[src/rtl/ddr_mon_pkg.sv]
package ddr_mon_pkg;

    typedef enum logic [3:0] {
        CMD_NONE,
        CMD_ACT,
        CMD_RD,
        CMD_WR,
        CMD_PRE,
        CMD_REF,
        CMD_SREF,
        CMD_MRS,
        CMD_BST
    } ddr_cmd_e;

    // Lower value wins when several rules break in one cycle.
    typedef enum logic [3:0] {
        V_NONE   = 4'd0,
        V_MRD    = 4'd1,
        V_RFC    = 4'd2,
        V_WAP    = 4'd3,
        V_IDLE   = 4'd4,
        V_CLOSED = 4'd5,
        V_OPEN   = 4'd6,
        V_RCD    = 4'd7,
        V_RAS    = 4'd8,
        V_RP     = 4'd9,
        V_RC     = 4'd10,
        V_RRD    = 4'd11
    } viol_e;

endpackage

[src/rtl/ddr_cmd_decode.sv]
module ddr_cmd_decode
    import ddr_mon_pkg::*;
(
    input  logic     cke,
    input  logic     cke_prev,
    input  logic     cs_n,
    input  logic     ras_n,
    input  logic     cas_n,
    input  logic     we_n,
    output ddr_cmd_e cmd
);

    always_comb begin
        cmd = CMD_NONE;
        if (!cs_n) begin
            if (cke) begin
                unique case ({ras_n, cas_n, we_n})
                    3'b011:  cmd = CMD_ACT;
                    3'b101:  cmd = CMD_RD;
                    3'b100:  cmd = CMD_WR;
                    3'b010:  cmd = CMD_PRE;
                    3'b001:  cmd = CMD_REF;
                    3'b000:  cmd = CMD_MRS;
                    3'b110:  cmd = CMD_BST;
                    default: cmd = CMD_NONE;
                endcase
            end else if (cke_prev && {ras_n, cas_n, we_n} == 3'b001) begin
                cmd = CMD_SREF;
            end
        end
    end

endmodule

[src/rtl/ddr_countdown.sv]
module ddr_countdown #(
    parameter int W = 6
) (
    input  logic         clk,
    input  logic         rst,
    input  logic         load,
    input  logic [W-1:0] load_val,
    output logic         busy
);

    typedef struct packed {
        logic [W-1:0] rem;
    } cd_t;

    cd_t cd_d, cd_q;

    always_comb begin
        cd_d = cd_q;
        if (cd_q.rem != '0) cd_d.rem = cd_q.rem - 1'b1;
        if (load)           cd_d.rem = load_val;
    end

    always_ff @(posedge clk) begin
        if (rst) cd_q <= '0;
        else     cd_q <= cd_d;
    end

    assign busy = (cd_q.rem != '0);


    cd_rise_chk: assert property (@(posedge clk) disable iff (rst)
        $rose(busy) |-> $past(load));


    cd_step_chk: assert property (@(posedge clk) disable iff (rst)
        busy && !load |=> cd_q.rem == $past(cd_q.rem) - 1'b1);

endmodule

[src/rtl/ddr_bank_state.sv]
module ddr_bank_state #(
    parameter int W     = 6,
    parameter int T_RCD = 3,
    parameter int T_RAS = 7,
    parameter int T_RC  = 10,
    parameter int T_RP  = 3
) (
    input  logic         clk,
    input  logic         rst,
    input  logic         act,
    input  logic         pre,
    input  logic         ap,
    input  logic [W-1:0] ap_hold,
    output logic         is_open,
    output logic         rcd_busy,
    output logic         ras_busy,
    output logic         rc_busy,
    output logic         rp_busy
);

    typedef struct packed {
        logic         open;
        logic [W-1:0] rcd;
        logic [W-1:0] ras;
        logic [W-1:0] rc;
        logic [W-1:0] rp;
    } bank_t;

    bank_t bk_d, bk_q;

    function automatic logic [W-1:0] dn(input logic [W-1:0] v);
        return (v == '0) ? v : v - 1'b1;
    endfunction

    always_comb begin
        bk_d     = bk_q;
        bk_d.rcd = dn(bk_q.rcd);
        bk_d.ras = dn(bk_q.ras);
        bk_d.rc  = dn(bk_q.rc);
        bk_d.rp  = dn(bk_q.rp);
        if (act) begin
            bk_d.open = 1'b1;
            bk_d.rcd  = W'(T_RCD - 1);
            bk_d.ras  = W'(T_RAS - 1);
            bk_d.rc   = W'(T_RC - 1);
        end else if (pre && bk_q.open) begin
            bk_d.open = 1'b0;
            bk_d.rp   = W'(T_RP - 1);
        end else if (ap && bk_q.open) begin
            bk_d.open = 1'b0;
            bk_d.rp   = ap_hold + W'(T_RP - 1);
        end
    end

    always_ff @(posedge clk) begin
        if (rst) bk_q <= '0;
        else     bk_q <= bk_d;
    end

    assign is_open  = bk_q.open;
    assign rcd_busy = (bk_q.rcd != '0);
    assign ras_busy = (bk_q.ras != '0);
    assign rc_busy  = (bk_q.rc  != '0);
    assign rp_busy  = (bk_q.rp  != '0);


    bank_close_chk: assert property (@(posedge clk) disable iff (rst)
        $fell(is_open) |-> $past(pre || ap));


    bank_act_chk: assert property (@(posedge clk) disable iff (rst)
        act |=> is_open && ras_busy);

endmodule

[src/rtl/ddr_cmd_monitor.sv]
module ddr_cmd_monitor
    import ddr_mon_pkg::*;
#(
    parameter int BA_W  = 2,
    parameter int T_RCD = 3,
    parameter int T_RP  = 3,
    parameter int T_RAS = 7,
    parameter int T_RRD = 2,
    parameter int T_RC  = 10,
    parameter int T_MRD = 2,
    parameter int T_RFC = 12
) (
    input  logic              clk,
    input  logic              rst,
    input  logic              cke,
    input  logic              cs_n,
    input  logic              ras_n,
    input  logic              cas_n,
    input  logic              we_n,
    input  logic [BA_W-1:0]   ba,
    input  logic              ap_a10,
    input  logic [2:0]        addr_lo,
    output logic              viol_valid,
    output logic [3:0]        viol_code,
    output logic [(1<<BA_W)-1:0] bank_open
);

    localparam int NB = 1 << BA_W;
    localparam int CW = $clog2(T_RCD + T_RP + T_RAS + T_RRD + T_RC + T_MRD + T_RFC + 8);

    typedef struct packed {
        logic         cke;
        viol_e        code;
        logic [CW-1:0] burst;
    } mon_t;

    mon_t st_d, st_q;

    ddr_cmd_e cmd;
    logic [NB-1:0] sel, rcd_b, ras_b, rc_b, rp_b;
    logic rrd_busy, mrd_busy, rfc_busy, wap_busy;
    logic is_rw, any_open, ras_hit;

    ddr_cmd_decode u_dec (
        .cke(cke), .cke_prev(st_q.cke), .cs_n(cs_n),
        .ras_n(ras_n), .cas_n(cas_n), .we_n(we_n), .cmd(cmd)
    );

    always_comb begin
        sel = '0;
        sel[ba] = 1'b1;
    end

    assign is_rw = (cmd == CMD_RD) || (cmd == CMD_WR);

    generate
        for (genvar b = 0; b < NB; b++) begin : g_bank
            ddr_bank_state #(
                .W(CW), .T_RCD(T_RCD), .T_RAS(T_RAS), .T_RC(T_RC), .T_RP(T_RP)
            ) u_bank (
                .clk(clk), .rst(rst),
                .act(cmd == CMD_ACT && sel[b]),
                .pre(cmd == CMD_PRE && (ap_a10 || sel[b])),
                .ap(is_rw && ap_a10 && sel[b]),
                .ap_hold(st_q.burst),
                .is_open(bank_open[b]),
                .rcd_busy(rcd_b[b]), .ras_busy(ras_b[b]),
                .rc_busy(rc_b[b]), .rp_busy(rp_b[b])
            );
        end
    endgenerate

    ddr_countdown #(.W(CW)) u_rrd (
        .clk(clk), .rst(rst), .load(cmd == CMD_ACT),
        .load_val(CW'(T_RRD - 1)), .busy(rrd_busy)
    );
    ddr_countdown #(.W(CW)) u_mrd (
        .clk(clk), .rst(rst), .load(cmd == CMD_MRS),
        .load_val(CW'(T_MRD - 1)), .busy(mrd_busy)
    );
    ddr_countdown #(.W(CW)) u_rfc (
        .clk(clk), .rst(rst), .load(cmd == CMD_REF),
        .load_val(CW'(T_RFC - 1)), .busy(rfc_busy)
    );
    ddr_countdown #(.W(CW)) u_wap (
        .clk(clk), .rst(rst),
        .load(cmd == CMD_WR && ap_a10 && bank_open[ba]),
        .load_val(st_q.burst - 1'b1), .busy(wap_busy)
    );

    assign any_open = |bank_open;
    assign ras_hit  = ap_a10 ? |(bank_open & ras_b) : (bank_open[ba] && ras_b[ba]);

    always_comb begin
        st_d     = st_q;
        st_d.cke = cke;
        if (cmd == CMD_MRS && ba == '0) begin
            case (addr_lo)
                3'b001:  st_d.burst = CW'(1);
                3'b010:  st_d.burst = CW'(2);
                3'b011:  st_d.burst = CW'(4);
                default: st_d.burst = st_q.burst;
            endcase
        end
        if (cmd != CMD_NONE && mrd_busy)                              st_d.code = V_MRD;
        else if (cmd != CMD_NONE && rfc_busy)                         st_d.code = V_RFC;
        else if (is_rw && wap_busy)                                   st_d.code = V_WAP;
        else if ((cmd == CMD_MRS || cmd == CMD_REF || cmd == CMD_SREF) && any_open)
                                                                      st_d.code = V_IDLE;
        else if (is_rw && !bank_open[ba])                             st_d.code = V_CLOSED;
        else if (cmd == CMD_ACT && bank_open[ba])                     st_d.code = V_OPEN;
        else if (is_rw && rcd_b[ba])                                  st_d.code = V_RCD;
        else if (cmd == CMD_PRE && ras_hit)                           st_d.code = V_RAS;
        else if (cmd == CMD_ACT && rp_b[ba])                          st_d.code = V_RP;
        else if (cmd == CMD_ACT && rc_b[ba])                          st_d.code = V_RC;
        else if (cmd == CMD_ACT && rrd_busy)                          st_d.code = V_RRD;
        else                                                          st_d.code = V_NONE;
    end

    always_ff @(posedge clk) begin
        if (rst) begin
            st_q       <= '0;
            st_q.burst <= CW'(2);
        end else begin
            st_q <= st_d;
        end
    end

    assign viol_code  = st_q.code;
    assign viol_valid = (st_q.code != V_NONE);


    pre_all_chk: assert property (@(posedge clk) disable iff (rst)
        cmd == CMD_PRE && ap_a10 |=> bank_open == '0);


    idle_rule_chk: assert property (@(posedge clk) disable iff (rst)
        (cmd == CMD_MRS || cmd == CMD_REF || cmd == CMD_SREF) && any_open
        && !mrd_busy && !rfc_busy |=> viol_code == V_IDLE);


    rfc_window_chk: assert property (@(posedge clk) disable iff (rst)
        cmd != CMD_NONE && rfc_busy && !mrd_busy |=> viol_valid && viol_code == V_RFC);


    cke_low_chk: assert property (@(posedge clk) disable iff (rst)
        !cke && !st_q.cke |=> !viol_valid && $stable(bank_open));


    nop_quiet_chk: assert property (@(posedge clk) disable iff (rst)
        (cs_n || {ras_n, cas_n, we_n} == 3'b111) |=> !viol_valid && $stable(bank_open));

endmodule

[config.mk]
export PLATFORM = sky130hd
export DESIGN_NAME = ddr_cmd_monitor
export DESIGN_NICKNAME = d
export VERILOG_FILES = /design/src/rtl/ddr_mon_pkg.sv /design/src/rtl/ddr_cmd_decode.sv /design/src/rtl/ddr_countdown.sv /design/src/rtl/ddr_bank_state.sv /design/src/rtl/ddr_cmd_monitor.sv
export SDC_FILE = /design/constraint.sdc
export NUM_CORES = 1
export LEC_CHECK = 0
export BUFFER_PORTS_ARGS = -buffer_cell sky130_fd_sc_hd__buf_2
export CAP_MARGIN = 25
export CELL_PAD_IN_SITES_DETAIL_PLACEMENT = 1
export CELL_PAD_IN_SITES_GLOBAL_PLACEMENT = 2
export CORE_MARGIN = 2
export CORE_UTILIZATION = 40
export CTS_BUF_LIST = sky130_fd_sc_hd__clkbuf_8
export CTS_CLUSTER_DIAMETER = 200
export DETAILED_ROUTE_END_ITERATION = 7
export PLACE_DENSITY = 0.91
export SYNTH_ARGS = -nofsm -noshare
export SYNTH_HDL_FRONTEND = slang
export SYNTH_SLANG_ARGS = --single-unit
[constraint.sdc]
create_clock -name clk -period 5.5 [get_ports clk]
set_input_delay 0 -clock clk [delete_from_list [all_inputs] [get_ports clk]]
set_output_delay 0 -clock clk [all_outputs]
set_load 0.005 [all_outputs]
# After elaboration in Yosys (flattened, before gate mapping)
# Index checks and enable logic that the tools add are counted.
op_classes:
  n_reduce_logical: 108
  bitwise: 1
  eq_ne: 28
  n_mux: 81
  n_addsub: 22
  order_cmp: 2
op_table:
  columns: ["cell", "count"]
  rows:
  - ["$mux 6", 26]
  - ["$sub 6x1->6 const B", 21]
  - ["$reduce_bool 6->1", 20]
  - ["$logic_not 6->1", 16]
  - ["$mux 14", 4]
  - ["$logic_and 1x1->1", 38]
  - ["$mux 4", 8]
  - ["$pmux 4 s7", 1]
  - ["$mux 1", 24]
  - ["$ne 2x1->1 const B", 12]
  - ["$pmux 6 s3", 1]
  - ["$eq 4x3->1 const B", 4]
  - ["$reduce_or 2->1", 8]
  - ["$mux 3", 5]
  - ["$reduce_bool 3->1", 5]
  - ["$eq 3x2->1 const B", 4]
  - ["$mux 2", 6]
  - ["$reduce_or 4->1", 3]
  - ["$bmux 1 s2", 5]
  - ["$eq 3x3->1 const B", 3]
  - ["$eq 4x2->1 const B", 2]
  - ["$reduce_bool 2->1", 4]
  - ["$reduce_bool 4->1", 2]
  - ["$reduce_or 8->1", 1]
  - ["other kinds (12)", 19]
word_totals:
  reg_bits: 135
  input_bits: 13

# Depth between registers and ports, before layout
# Gate-level depths: netlist (run 1).
logic_depth:
  depth_word: 18
  ltp_mapped: 11
  depth_no_buf: 9

# By module
# From an unflattened synthesis (run 1), not the netlist that was laid out.
hier_totals:
  hier_cells: 925
  area_unflattened_um2: 7792.5
modules_own_cells:
  columns: ["module", "cells_each", "instances", "area_per_inst_um2"]
  rows:
  - ["ddr_bank_state (g_bank[0].u_bank ...)", 159, 3, 1335.0]
  - ["ddr_countdown", 46, 4, 384.1]
  - ["ddr_bank_state (g_bank[2].u_bank)", 147, 1, 1317.5]
  - ["ddr_cmd_monitor", 105, 1, 865.8]
  - ["ddr_cmd_decode", 12, 1, 67.6]

# Worst setup path after synthesis (run 1)
# No wires, ideal clock.
synth_path:
  path_type: "reg2reg"
  start: "register g_bank[3].u_bank.bk_q, in the netlist g_bank[3].u_bank.is_open"
  end: "register u_wap.cd_q[4] (netlist bit)"
  arrival_ns: 1.992
  setup_slack_ns: 3.381
  t_required_ns: 5.372
  period_less_slack_ns: 2.119
  stages_incl_launch_ff: 11
  setup_ns: 0.128
  path_cell_list: "dfxtp_1 > mux4_2 > nand4b_1 > buf_2 > mux2i_1 > ha_1 > nand2_1 > xor2_1 > nor2_1 > a21oi_1 > nor2_1"
synth_between:
  elab_chain_cells: 4
  word_cells_on_any_way: 5
synth_rtl:
  columns: ["item", "line_no", "rtl"]
  rows:
  - ["from (decl)", "ddr_bank_state.sv:29", "bank_t bk_d, bk_q;"]
  - ["from (signal assigned)", "ddr_bank_state.sv:57", "else bk_q <= bk_d;"]
  - ["$bmux 1 s2 (*)", "ddr_cmd_monitor.sv:87", ".load(cmd == CMD_WR && ap_a10 && bank_open[ba]),"]
  - ["$mux 1 (implied by the code) (*)", "ddr_cmd_monitor.sv:87", null]
  - ["$logic_and 1x1->1 (*)", "ddr_cmd_monitor.sv:87", null]
  - ["$mux 6 or $reduce_bool 2->1 (tied branches)", null, null]
  - ["to (signal assigned)", "ddr_countdown.sv:24", "if (rst) cd_q <= '0;"]
  - ["to (signal assigned)", "ddr_countdown.sv:25", "else cd_q <= cd_d;"]
  - ["to (decl)", "ddr_countdown.sv:15", "cd_t cd_d, cd_q;"]
# Every way passes the cells marked *; elsewhere a longest branch is shown, timed or not. The select of a mux whose other input is x is not followed.
# A chain may end at the register's enable or synchronous reset.

# Worst setup path in the final report (run 1)
layout_path:
  start: "input port cke"
  end: "register st_q[2] (netlist bit)"
layout_between:
  elab_chain_cells: 5
layout_rtl:
  columns: ["item", "line_no", "rtl"]
  rows:
  - ["from (decl)", "ddr_cmd_monitor.sv:15", "input logic cke,"]
  - ["$mux 4", "ddr_cmd_decode.sv:16", "if (cke) begin"]
  - ["$mux 4", "ddr_cmd_decode.sv:15", "if (!cs_n) begin"]
  - ["$eq 4x3->1", "ddr_cmd_monitor.sv:97", "if (cmd == CMD_MRS && ba == '0) begin"]
  - ["$logic_and 1x1->1", "ddr_cmd_monitor.sv:97", null]
  - ["$reduce_and 2->1 (no line)", null, null]
  - ["to (signal assigned)", "ddr_cmd_monitor.sv:125", "st_q <= st_d;"]
  - ["to (decl)", "ddr_cmd_monitor.sv:37", "mon_t st_d, st_q;"]
# No other way between the ends.

==> results of run 1 <==
[layer usage]
metal	vias to the layer above	track usage (%)	routed length (µm)	share of wire [%]
met5	-	0	0	0
met4	0	6.09	250	1.5
met3	20	4.30	453	2.8
met2	56	35.3	8380	51
met1	2761	24.0	7350	45
li1	2836	-	-	-
[per-stage QoR]
| stage | hold WS, ns | util (%) | area (µm²) |
|---|---|---|---|
| 6_report | 0.0511 | 45.5 | 7490 |
| 5_1_grt | 0.0698 | 45.5 | 7490 |
| 4_1_cts | 0.0152 | 45.5 | 7490 |
| 3_5_place_dp | 0.241 | 42.3 | 6970 |
| 3_3_place_gp | 0.219 | 42.3 | 6970 |
| 2_1_floorplan | 0.0956 | - | 6690 |
[critical path, cell delays in order]
cell	delay, ns
dlygate4sd3_1	0.53
buf_2	0.15
or3b_1	0.45
or3_1	0.40
nor3_2	0.32
nand3_1	0.12
dlygate4sd3_1	0.57
a21oi_1	0.14
dlygate4sd3_1	0.56
[kinds of logic after synthesis]
| kind of cell | count (synthesis) | share of synthesized area [%] |
|---|---|---|
| AO/OA/AOI/OAI | 124 | 10.7 |
| adder cells (fa/ha/maj) | 32 | 5.99 |
| buffers and inverters | 68 | 4.13 |
| XOR/XNOR | 69 | 9.04 |
| multiplexers | 11 | 2.25 |
| AND/OR/NAND/NOR | 377 | 28.4 |
| flip-flops | 132 | 39.5 |
[final cells by class]
type	count	share of cell area (%)
multi-input cells	613	50.3
flip-flops and latches	132	35.3
well taps	220	3.67
clock buffers	18	3.31
repair buffers	35	3.14
clock inverters	14	2.15
inverters	43	2.15
[power by group]
group	switching, mW	internal, mW
logic	1.34	1.09
clock network	0.388	0.455
registers	0.318	1.34
[registers in the layout, summed over array words and instances (netlist names)]
signal / flops
u_rrd.cd_q: 6
g_bank.u_bank.bk_q: 96
u_wap.cd_q: 6
g_bank.u_bank.is_open: 4
st_q: 4
u_mrd.cd_q: 6
viol_code: 4
u_rfc.cd_q: 6
[worst paths after layout]
kind	endpoint	slack [ns]	cells past startpoint
worst max-delay path	st_q[2]	2.68	9
worst min-delay path	g_bank[1].u_bank.bk_q[1]	0.05	3
worst min register to register	g_bank[0].u_bank.bk_q[22]	0.47	2
worst max register to register	u_wap.cd_q[4]	2.87	9
[Yosys cell counts, drive strengths merged, types with 3 or more instances]
master,count
a2111oi,3
a211oi,3
a21oi,76
a31oi,3
and2,3
buf,10
clkbuf,15
dfxtp,132
ha,32
inv,43
mux2i,6
mux4,3
nand2,70
nand2b,25
nand3,16
nand3b,4
nand4,3
nor2,128
nor2b,10
nor3,56
nor3b,10
nor4,11
o211ai,5
o21ai,20
or3,19
or3b,8
or4,4
xnor2,46
xor2,23
==> flow_metrics.env, run 1 <==
export IMPL_synthFlopType="dfxtp_1"
export IMPL_synth_area_um2=6690
export IMPL_maxCapViolations=0
export IMPL_layout_common_cells="dfxtp_1 (132), nor2_1 (127), a21oi_1 (76)"
export IMPL_cts_buffers=17
export IMPL_post_cts_resized=0
export IMPL_cts_tree="done"
export IMPL_cts_setup_buffers=0
export IMPL_clock_latency_ns=0.45
export IMPL_layout_commonest_cell="dfxtp_1"
export IMPL_p_leak_nw=3.03
export IMPL_avgSynthCellArea_um2=8.23
export IMPL_grt_pass1_wl_um=28700
export IMPL_critPathArrivalTime_ns=3.22
export IMPL_rr_startpoint="g_bank[2].u_bank.is_open"
export IMPL_totalPowerFinal_mw=4.93
export IMPL_syn_inst=813
export IMPL_antenna_found_initial=0
export IMPL_synthArstFlopShare_pct=0
export IMPL_dp_hpwl_um=12400
export IMPL_critPathLaunch="cke"
export IMPL_tightest_slew_ns=0.747
export IMPL_port_buffers=21
export IMPL_tns_ns=0
export IMPL_area_delta_synth_final_pct=12.0
export IMPL_critical_path_class="in -> reg"
export IMPL_yosysTopAreaCellShare_pct=39.5
export IMPL_dr_pass1_iters=4
export IMPL_regArea_um2=2640
export IMPL_min_period_ns=2.82
export IMPL_viasPerCell=5.28
export IMPL_postRouteAntennaNets=0
export IMPL_grt_max_degree=41
export IMPL_relSlewSlack_pct=50.0
export IMPL_irDropWorstVdd_mv=0.419
export IMPL_synth_fp_nets=858
export IMPL_core_um2=16500
export IMPL_slew_violations=0
export IMPL_preCtsSetupSlack_ns=2.86
export IMPL_final_hold_viol_count=0
export IMPL_p_per_area_nw_per_um2=657
export IMPL_period_share_pct=51.3
export IMPL_final_nets=887
export IMPL_ys_seq_area_share_pct=39.5
export IMPL_worstSetupStartpointType="primary input"
export IMPL_clkTransAtPathRegs_ns=0.08
export IMPL_grt_ovfl_total=0
export IMPL_min_from="ap_a10"
export IMPL_die_w_um=133
export IMPL_initial_core_util_pct=40.6
export IMPL_dp_cells=1031
export IMPL_drtIter0Drc=210
export IMPL_routed_wl_um=16400
export IMPL_vias=5673
export IMPL_ys_ff_latch=132
export IMPL_rsz0062_at_grt="no"
export IMPL_cts_hold_fix_buffers=11
export IMPL_yosys_warnings=0
export IMPL_drc_errors=0
export IMPL_synth_largest_area_cell="dfxtp_1"
export IMPL_track_usage_pct=19.9
export IMPL_max_freq_ghz=0.355
export IMPL_synth_area_leaders="dfxtp_1 (40%), nor2_1 (7.1%), xnor2_1 (6.0%), ha_1 (6.0%), a21oi_1 (5.7%)"
export IMPL_skew_ns=0.0115
export IMPL_fill_cells=2018
export IMPL_clock_root_buffer="clkbuf_8"
export IMPL_cts_sinks=132
export IMPL_die_area_um2=17800
export IMPL_grt_pass1_vias=6002
export IMPL_cp_max_fo=7
export IMPL_die_height_um=133
export IMPL_core_rowCount=47
export IMPL_setup_viol=0
export IMPL_setup_slack_ns=2.68
export IMPL_synth_cell_type_count=61
export IMPL_drive_gt1_share_pct=9.59
export IMPL_synth_edff_count=0
export IMPL_antennaDiodeCount=0
export IMPL_final_cells=1075
export IMPL_multi_input_area_um2=3770
export IMPL_cp_end_kind="register"
export IMPL_gp_congestion=0.854
export IMPL_cts_buffer_depth=2
export IMPL_wire_per_inst_um=15.3
export IMPL_ios=22
export IMPL_status="complete, no violations"
export IMPL_htree_levels=4
export IMPL_critPathRequiredTime_ns=5.90
export IMPL_hold_class="in -> reg"
Note: power is estimated with default switching activity, not from simulation.
==> inputs of run 2 (changes only) <==
--- a/config.mk
+++ b/config.mk
@@ -5,16 +5,17 @@
 export SDC_FILE = /design/constraint.sdc
 export NUM_CORES = 1
 export LEC_CHECK = 0
+export ABC_AREA = 1
 export BUFFER_PORTS_ARGS = -buffer_cell sky130_fd_sc_hd__buf_2
 export CAP_MARGIN = 25
 export CELL_PAD_IN_SITES_DETAIL_PLACEMENT = 1
 export CELL_PAD_IN_SITES_GLOBAL_PLACEMENT = 2
 export CORE_MARGIN = 2
-export CORE_UTILIZATION = 40
+export CORE_UTILIZATION = 38
 export CTS_BUF_LIST = sky130_fd_sc_hd__clkbuf_8
 export CTS_CLUSTER_DIAMETER = 200
 export DETAILED_ROUTE_END_ITERATION = 7
-export PLACE_DENSITY = 0.91
+export PLACE_DENSITY = 0.9
 export SYNTH_ARGS = -nofsm -noshare
 export SYNTH_HDL_FRONTEND = slang
 export SYNTH_SLANG_ARGS = --single-unit
==> constraint.sdc (replaced) <==
create_clock -name clk -period 2.8 [get_ports clk]
set_input_delay 0 -clock clk [delete_from_list [all_inputs] [get_ports clk]]
set_output_delay 0 -clock clk [all_outputs]
set_load 0.005 [all_outputs]
==> flow_metrics.env, run 2 <==
export IMPL_dp_hpwl_um=12900
export IMPL_cts_tree="done"
export IMPL_grt_max_degree=44
export IMPL_r2r_cells=9
export IMPL_use_met1_pct=22.9
export IMPL_area_delta_synth_final_pct=12.5
export IMPL_period_share_pct=81.0
export IMPL_initial_core_util_pct=38.7
export IMPL_swShare_pct=41.8
export IMPL_rr_startpoint="st_q[10]"
export IMPL_fill_cells=2285
export IMPL_synth_top_family_by_area="simple AND/OR/NAND/NOR gates"
export IMPL_htree_levels=4
export IMPL_intPower_mw=5.83
export IMPL_layout_commonest_cell="nand2_1"
export IMPL_p_leak_nw=3.60
export IMPL_skew_ns=0.00989
export IMPL_critPathRequiredTime_ns=3.21
export IMPL_max_freq_ghz=0.441
export IMPL_gp_congestion=0.844
export IMPL_avgSynthCellArea_um2=7.29
export IMPL_drtIter0Drc=195
export IMPL_synth_area_leaders="dfxtp_1 (38%), nand2_1 (9.2%), nor2_1 (6.9%), inv_1 (6.6%), ha_1 (5.8%)"
export IMPL_yosysMostFrequentCell="nand2_1"
export IMPL_final_cells=1226
export IMPL_met3_usage_pct=4.32
export IMPL_antennaDiodeCount=0
export IMPL_tightest_slew_ns=0.803
export IMPL_synth_cell_type_count=45
export IMPL_hold_class="in -> reg"
export IMPL_wire_per_inst_um=14.2
export IMPL_min_from="cs_n"
export IMPL_dr_pass1_iters=4
export IMPL_worstSetupStartpointType="primary input"
export IMPL_reg2reg_to="st_q[1]"
export IMPL_layout_common_cells="nand2_1 (169), dfxtp_1 (132), nor2_1 (128)"
export IMPL_synth_xor_area_share_pct=7.71
export IMPL_core_rowCount=49
export IMPL_irDropWorstVdd_mv=0.610
export IMPL_ys_ff_latch=132
export IMPL_core_um2=17900
export IMPL_vias=6079
export IMPL_synth_area_um2=6930
export IMPL_largest_register="g_bank.u_bank.bk_q"
export IMPL_cp_end_kind="register"
export IMPL_reg2reg_slack_ns=0.62
export IMPL_status="complete, no violations"
export IMPL_clock_latency_ns=0.47
export IMPL_p_switching_mw=4.19
export IMPL_final_nets=1029
export IMPL_drive_gt1_share_pct=10.9
export IMPL_antenna_found_initial=0
export IMPL_grt_ovfl_total=0
export IMPL_cts_sinks=132
export IMPL_slew_violations=0
export IMPL_power_sequential_fraction_pct=31.8
export IMPL_clkTransAtPathRegs_ns=0.07
export IMPL_die_area_um2=19300
export IMPL_port_buffers=21
export IMPL_critPathLaunch="cke"
export IMPL_yosysTopAreaCellShare_pct=38.1
export IMPL_synth_common_cells="nand2_1 (169), dfxtp_1 (132), nor2_1 (128), inv_1 (122), a21oi_1 (71)"
export IMPL_final_hold_viol_count=0
export IMPL_routed_wl_um=17400
export IMPL_critPathArrivalTime_ns=2.67
export IMPL_ys_seq_area_share_pct=38.1
export IMPL_cts_buffer_depth=2
export IMPL_cts_buffers=17
export IMPL_yosys_warnings=0
export IMPL_grt_pass1_vias=6321
export IMPL_setup_viol=0
export IMPL_min_period_ns=2.27
export IMPL_synth_fa_ha_area_share_pct=5.78
export IMPL_tns_ns=0
export IMPL_p_per_area_nw_per_um2=1290
export IMPL_synth_edff_count=0
export IMPL_min_to="u_rfc.cd_q[3]"
export IMPL_rsz0062_at_grt="no"
export IMPL_relSlewSlack_pct=46.2
export IMPL_synth_largest_area_cell="dfxtp_1"
export IMPL_power_frac_comb_pct=48.6
export IMPL_largest_register_ffs=96
export IMPL_gr_usage_met2_pct=33.4
export IMPL_grt_pass1_wl_um=29900
export IMPL_top_usage_layer="met2"
export IMPL_dp_cells=1188
export IMPL_yosys_area_share_simple_pct=29.1
export IMPL_synthFlopType="dfxtp_1"
export IMPL_clockPowerShare_pct=19.6
export IMPL_synthArstFlopShare_pct=0
export IMPL_die_height_um=139
export IMPL_cp_max_fo=4
export IMPL_track_usage_pct=19.0
export IMPL_maxCapViolations=0
export IMPL_critical_path_class="in -> reg"
export IMPL_synth_compound_area_share_pct=10.1
export IMPL_synthMuxAreaShare_pct=0.722
export IMPL_viasPerCell=4.96
export IMPL_synth_fp_nets=995
export IMPL_postRouteAntennaNets=0
export IMPL_die_w_um=139
export IMPL_ios=22
export IMPL_clock_root_buffer="clkbuf_8"
export IMPL_drc_errors=0
export IMPL_syn_inst=950
export IMPL_hold_path_depth=6
export IMPL_cts_setup_buffers=0
==> run 2: cell types whose count changed after synthesis, moves of 13 or more <==
cell      previous run  this run
inv_1               43       122
nand2b_1            25         0
xnor2_1             46        25
nand2_1             70       169
nor3_1              54        41
xor2_1              23        36
nand3_1             16        45
or3_1               18         0
or2_2                2        15
==> run 2: how the worst max path moves through the flow <==
stage | slack [ns] | endpoint | cells past startpoint
floorplan | 1.00 | u_wap.cd_q[4] | 15
global route | 0.36 | st_q[1] | 13
CTS | 0.63 | st_q[2] | 13
finish | 0.53 | st_q[1] | 13
detailed placement | 0.72 | u_wap.cd_q[4] | 13
global placement | 0.77 | viol_code[3] | 9
==> run 2: stage by stage <==
stage	setup slack [ns]	cell area (µm²)	hold WS (ns)	power, mW	util [%]
after floorplan	1.00	6930	0.131	7.01	-
after global placement	0.774	7260	0.248	7.92	40.5
after detailed placement	0.716	7260	0.266	8.09	40.5
after CTS	0.630	7800	0.0661	10.1	43.5
after global routing	0.360	7800	0.129	11.1	43.5
final	0.531	7800	0.0840	10.0	43.5
==> run 2: kinds of logic (layout without fill, tap and decap cells) <==
| kind of cell | Yosys count | in the layout |
|---|---|---|
| buffers and inverters | 147 | 194 |
| XOR/XNOR | 61 | 61 |
| adder cells (fa/ha/maj) | 32 | 32 |
| multiplexers | 5 | 5 |
| flip-flops | 132 | 132 |
| AND/OR/NAND/NOR | 447 | 447 |
| AO/OA/AOI/OAI | 126 | 126 |
==> run 2: power groups by stage <==
| stage | clock network [mW] | logic, mW | registers [mW] |
|---|---|---|---|
| 3_3_place_gp | 0 | 4.72 | 3.19 |
| 3_5_place_dp | 0 | 4.87 | 3.22 |
| 5_1_grt | 2.09 | 5.70 | 3.29 |
| 4_1_cts | 2.01 | 4.94 | 3.19 |
| 6_report | 1.97 | 4.87 | 3.18 |
| 2_1_floorplan | 0 | 3.91 | 3.09 |
==> run 2: metal layers <==
metal	wire, µm	share of wire (%)
met1	8160	47
met2	8460	49
met3	456	2.6
met4	290	1.7
met5	0	0
==> run 2: worst max-delay path, cell delays in order <==
cell and delay (ns):
dlygate4sd3_1 0.53, buf_2 0.12, inv_2 0.05, nor2_4 0.09, nand2_1 0.07, nor2_2 0.17
nand3_2 0.16, nor2_1 0.29, nand3_1 0.18, nor2_1 0.23, nand2_1 0.08, o211ai_1 0.10
dlygate4sd3_1 0.61
==> run 2: what timing repair did <==
| action | 4_1_cts | 5_1_grt |
|---|---|---|
| hold buffers | 6 | 0 |
| gates resized for setup | 0 | 0 |
| hold endpoints to repair | 4 | 0 |
==> run 2: final cells by class <==
class                           instances  area, µm²  area share (%)
Multi-Input combinational cell        671       3700            47.5
Sequential cell                       132       2640            33.9
Inverter                              132        498            6.39
Tap cell                              229        287            3.68
Clock buffer                           18        248            3.18
Clock inverter                         14        233            2.99
Timing Repair Buffer                   30        188            2.41
==> inputs of run 3 (changes only) <==
==> constraint.sdc (replaced) <==
create_clock -name clk -period 2.25 [get_ports clk]
set_input_delay 0 -clock clk [delete_from_list [all_inputs] [get_ports clk]]
set_output_delay 0 -clock clk [all_outputs]
set_load 0.005 [all_outputs]
==> flow_metrics.env, run 3 (synthesized netlist as in run 2, its figures left out) <==
export IMPL_status="complete, no violations"
export IMPL_min_period_ns=2.07
export IMPL_multi_input_area_um2=3710
export IMPL_tns_ns=0
export IMPL_dp_hpwl_um=13000
export IMPL_routed_wl_um=17300
export IMPL_critPathArrivalTime_ns=2.40
export IMPL_largest_register_ffs=96
export IMPL_cp_end_kind="register"
export IMPL_hold_path_depth=5
export IMPL_worstSetupStartpointType="register"
export IMPL_p_leak_nw=3.61
export IMPL_critPathRequiredTime_ns=2.58
export IMPL_reg2reg_slack_ns=0.18
export IMPL_p_per_area_nw_per_um2=1570
export IMPL_dp_cells=1196
export IMPL_gp_congestion=0.822
export IMPL_core_rowCount=49
export IMPL_final_hold_viol_count=0
export IMPL_setup_viol=0
export IMPL_vias=5978
export IMPL_cts_tree="done"
export IMPL_cts_buffer_depth=2
export IMPL_antenna_found_initial=0
export IMPL_antennaDiodeCount=0
export IMPL_core_um2=17900
export IMPL_area_delta_synth_final_pct=12.0
export IMPL_clock_root_buffer="clkbuf_8"
export IMPL_rsz0062_at_grt="no"
export IMPL_cts_sinks=132
export IMPL_largest_register="g_bank.u_bank.bk_q"
export IMPL_maxCapViolations=0
export IMPL_skew_ns=0.0109
export IMPL_drc_errors=0
export IMPL_die_w_um=139
export IMPL_die_height_um=139
export IMPL_ios=22
export IMPL_cp_max_fo=6
export IMPL_regArea_um2=2640
export IMPL_grt_max_degree=44
export IMPL_reg2reg_to="viol_code[1]"
export IMPL_tightest_slew_ns=0.529
export IMPL_final_cells=1230
export IMPL_rr_startpoint="g_bank[1].u_bank.bk_q[6]"
export IMPL_die_area_um2=19300
export IMPL_max_freq_ghz=0.484
export IMPL_grt_ovfl_total=0
export IMPL_cts_buffers=17
export IMPL_grt_pass1_wl_um=29500
export IMPL_layout_commonest_cell="nand2_1"
export IMPL_min_from="addr_lo[2]"
export IMPL_clkTransAtPathRegs_ns=0.07
export IMPL_initial_core_util_pct=38.7
export IMPL_grt_pass1_vias=6195
export IMPL_viasPerCell=4.86
export IMPL_track_usage_pct=18.7
export IMPL_relSlewSlack_pct=64.7
export IMPL_dr_pass1_iters=5
export IMPL_port_buffers=21
export IMPL_min_to="st_q[2]"
export IMPL_drive_gt1_share_pct=11.4
export IMPL_clock_latency_ns=0.46
export IMPL_drtIter0Drc=192
export IMPL_critical_path_class="reg -> reg"
export IMPL_postRouteAntennaNets=0
export IMPL_cts_setup_buffers=0
export IMPL_htree_levels=4
export IMPL_period_share_pct=91.9
export IMPL_final_nets=1034
export IMPL_slew_violations=0
export IMPL_layout_common_cells="nand2_1 (169), dfxtp_1 (132), nor2_1 (128)"
export IMPL_fill_cells=2284
export IMPL_irDropWorstVdd_mv=0.619
export IMPL_r2r_cells=13
export IMPL_hold_class="in -> reg"
export IMPL_wire_per_inst_um=14.0
-- run 3: worst max-delay path: stages (launching register included) --
cell     delay (ns)
dfxtp_1        0.33
inv_1          0.08
ha_1           0.16
nand2_1        0.08
nor2_1         0.36
nand2_1        0.09
nand2_1        0.09
nand2_1        0.08
nand2_1        0.10
nand2_1        0.08
nand3_1        0.09
nand2_1        0.06
o21ai_0        0.23
a21oi_1        0.11
-- run 3: timing repair --
action / in CTS / in global routing
endpoints found under the hold margin: 4 / 0
resized for setup: 0 / 1
setup endpoints to repair: 0 / 1
hold buffers: 3 / 0
-- run 3: through the flow --
stage / area [µm²] / hold slack, ns / power, mW / setup WS, ns / util [%]
after CTS: 7760 / 0.0134 / 12.4 / 0.194 / 43.3
after floorplan: 6930 / 0.131 / 8.72 / 0.451 / -
after global routing: 7760 / 0.0649 / 13.5 / 0.0449 / 43.4
after detailed placement: 7320 / 0.275 / 10.2 / 0.239 / 40.9
after global placement: 7320 / 0.265 / 10.0 / 0.290 / 40.9
final: 7760 / 0.0420 / 12.2 / 0.183 / 43.4
-- run 3: report_power, final --
group	switching, mW	internal [mW]	leakage, nW
clock network	0.935	1.16	0.209
registers	0.644	3.31	1.09
logic	3.57	2.59	2.30
-- run 3: per-layer routing --
layer,GRT usage (%),vias up,share of wire (%)
li1,-,3125,-
met1,23.0,2782,47
met2,32.5,52,49
met3,4.07,19,2.3
met4,6.22,0,1.7
met5,0,-,0
-- run 3: final cells by class --
cell class              count  share of cell area, %
clock buffers              20                   3.55
clock inverters            11                   1.74
inverters                 132                   6.41
multi-input cells         671                   47.8
flip-flops and latches    132                   34.0
well taps                 229                   3.69
repair buffers             35                   2.80
-- run 3: worst max path at each step --
stage                          endpoint  slack [ns]                     start  depth (start not counted)
after detailed placement   viol_code[1]        0.24  g_bank[1].u_bank.bk_q[6]                         13
after global placement     viol_code[1]        0.29  g_bank[1].u_bank.bk_q[6]                         13
after global routing      u_wap.cd_q[4]        0.04  g_bank[2].u_bank.is_open                         11
after CTS                  viol_code[1]        0.19  g_bank[1].u_bank.bk_q[6]                         13
final                      viol_code[1]        0.18  g_bank[1].u_bank.bk_q[6]                         13
after floorplan           u_wap.cd_q[4]        0.45  g_bank[1].u_bank.is_open                         15
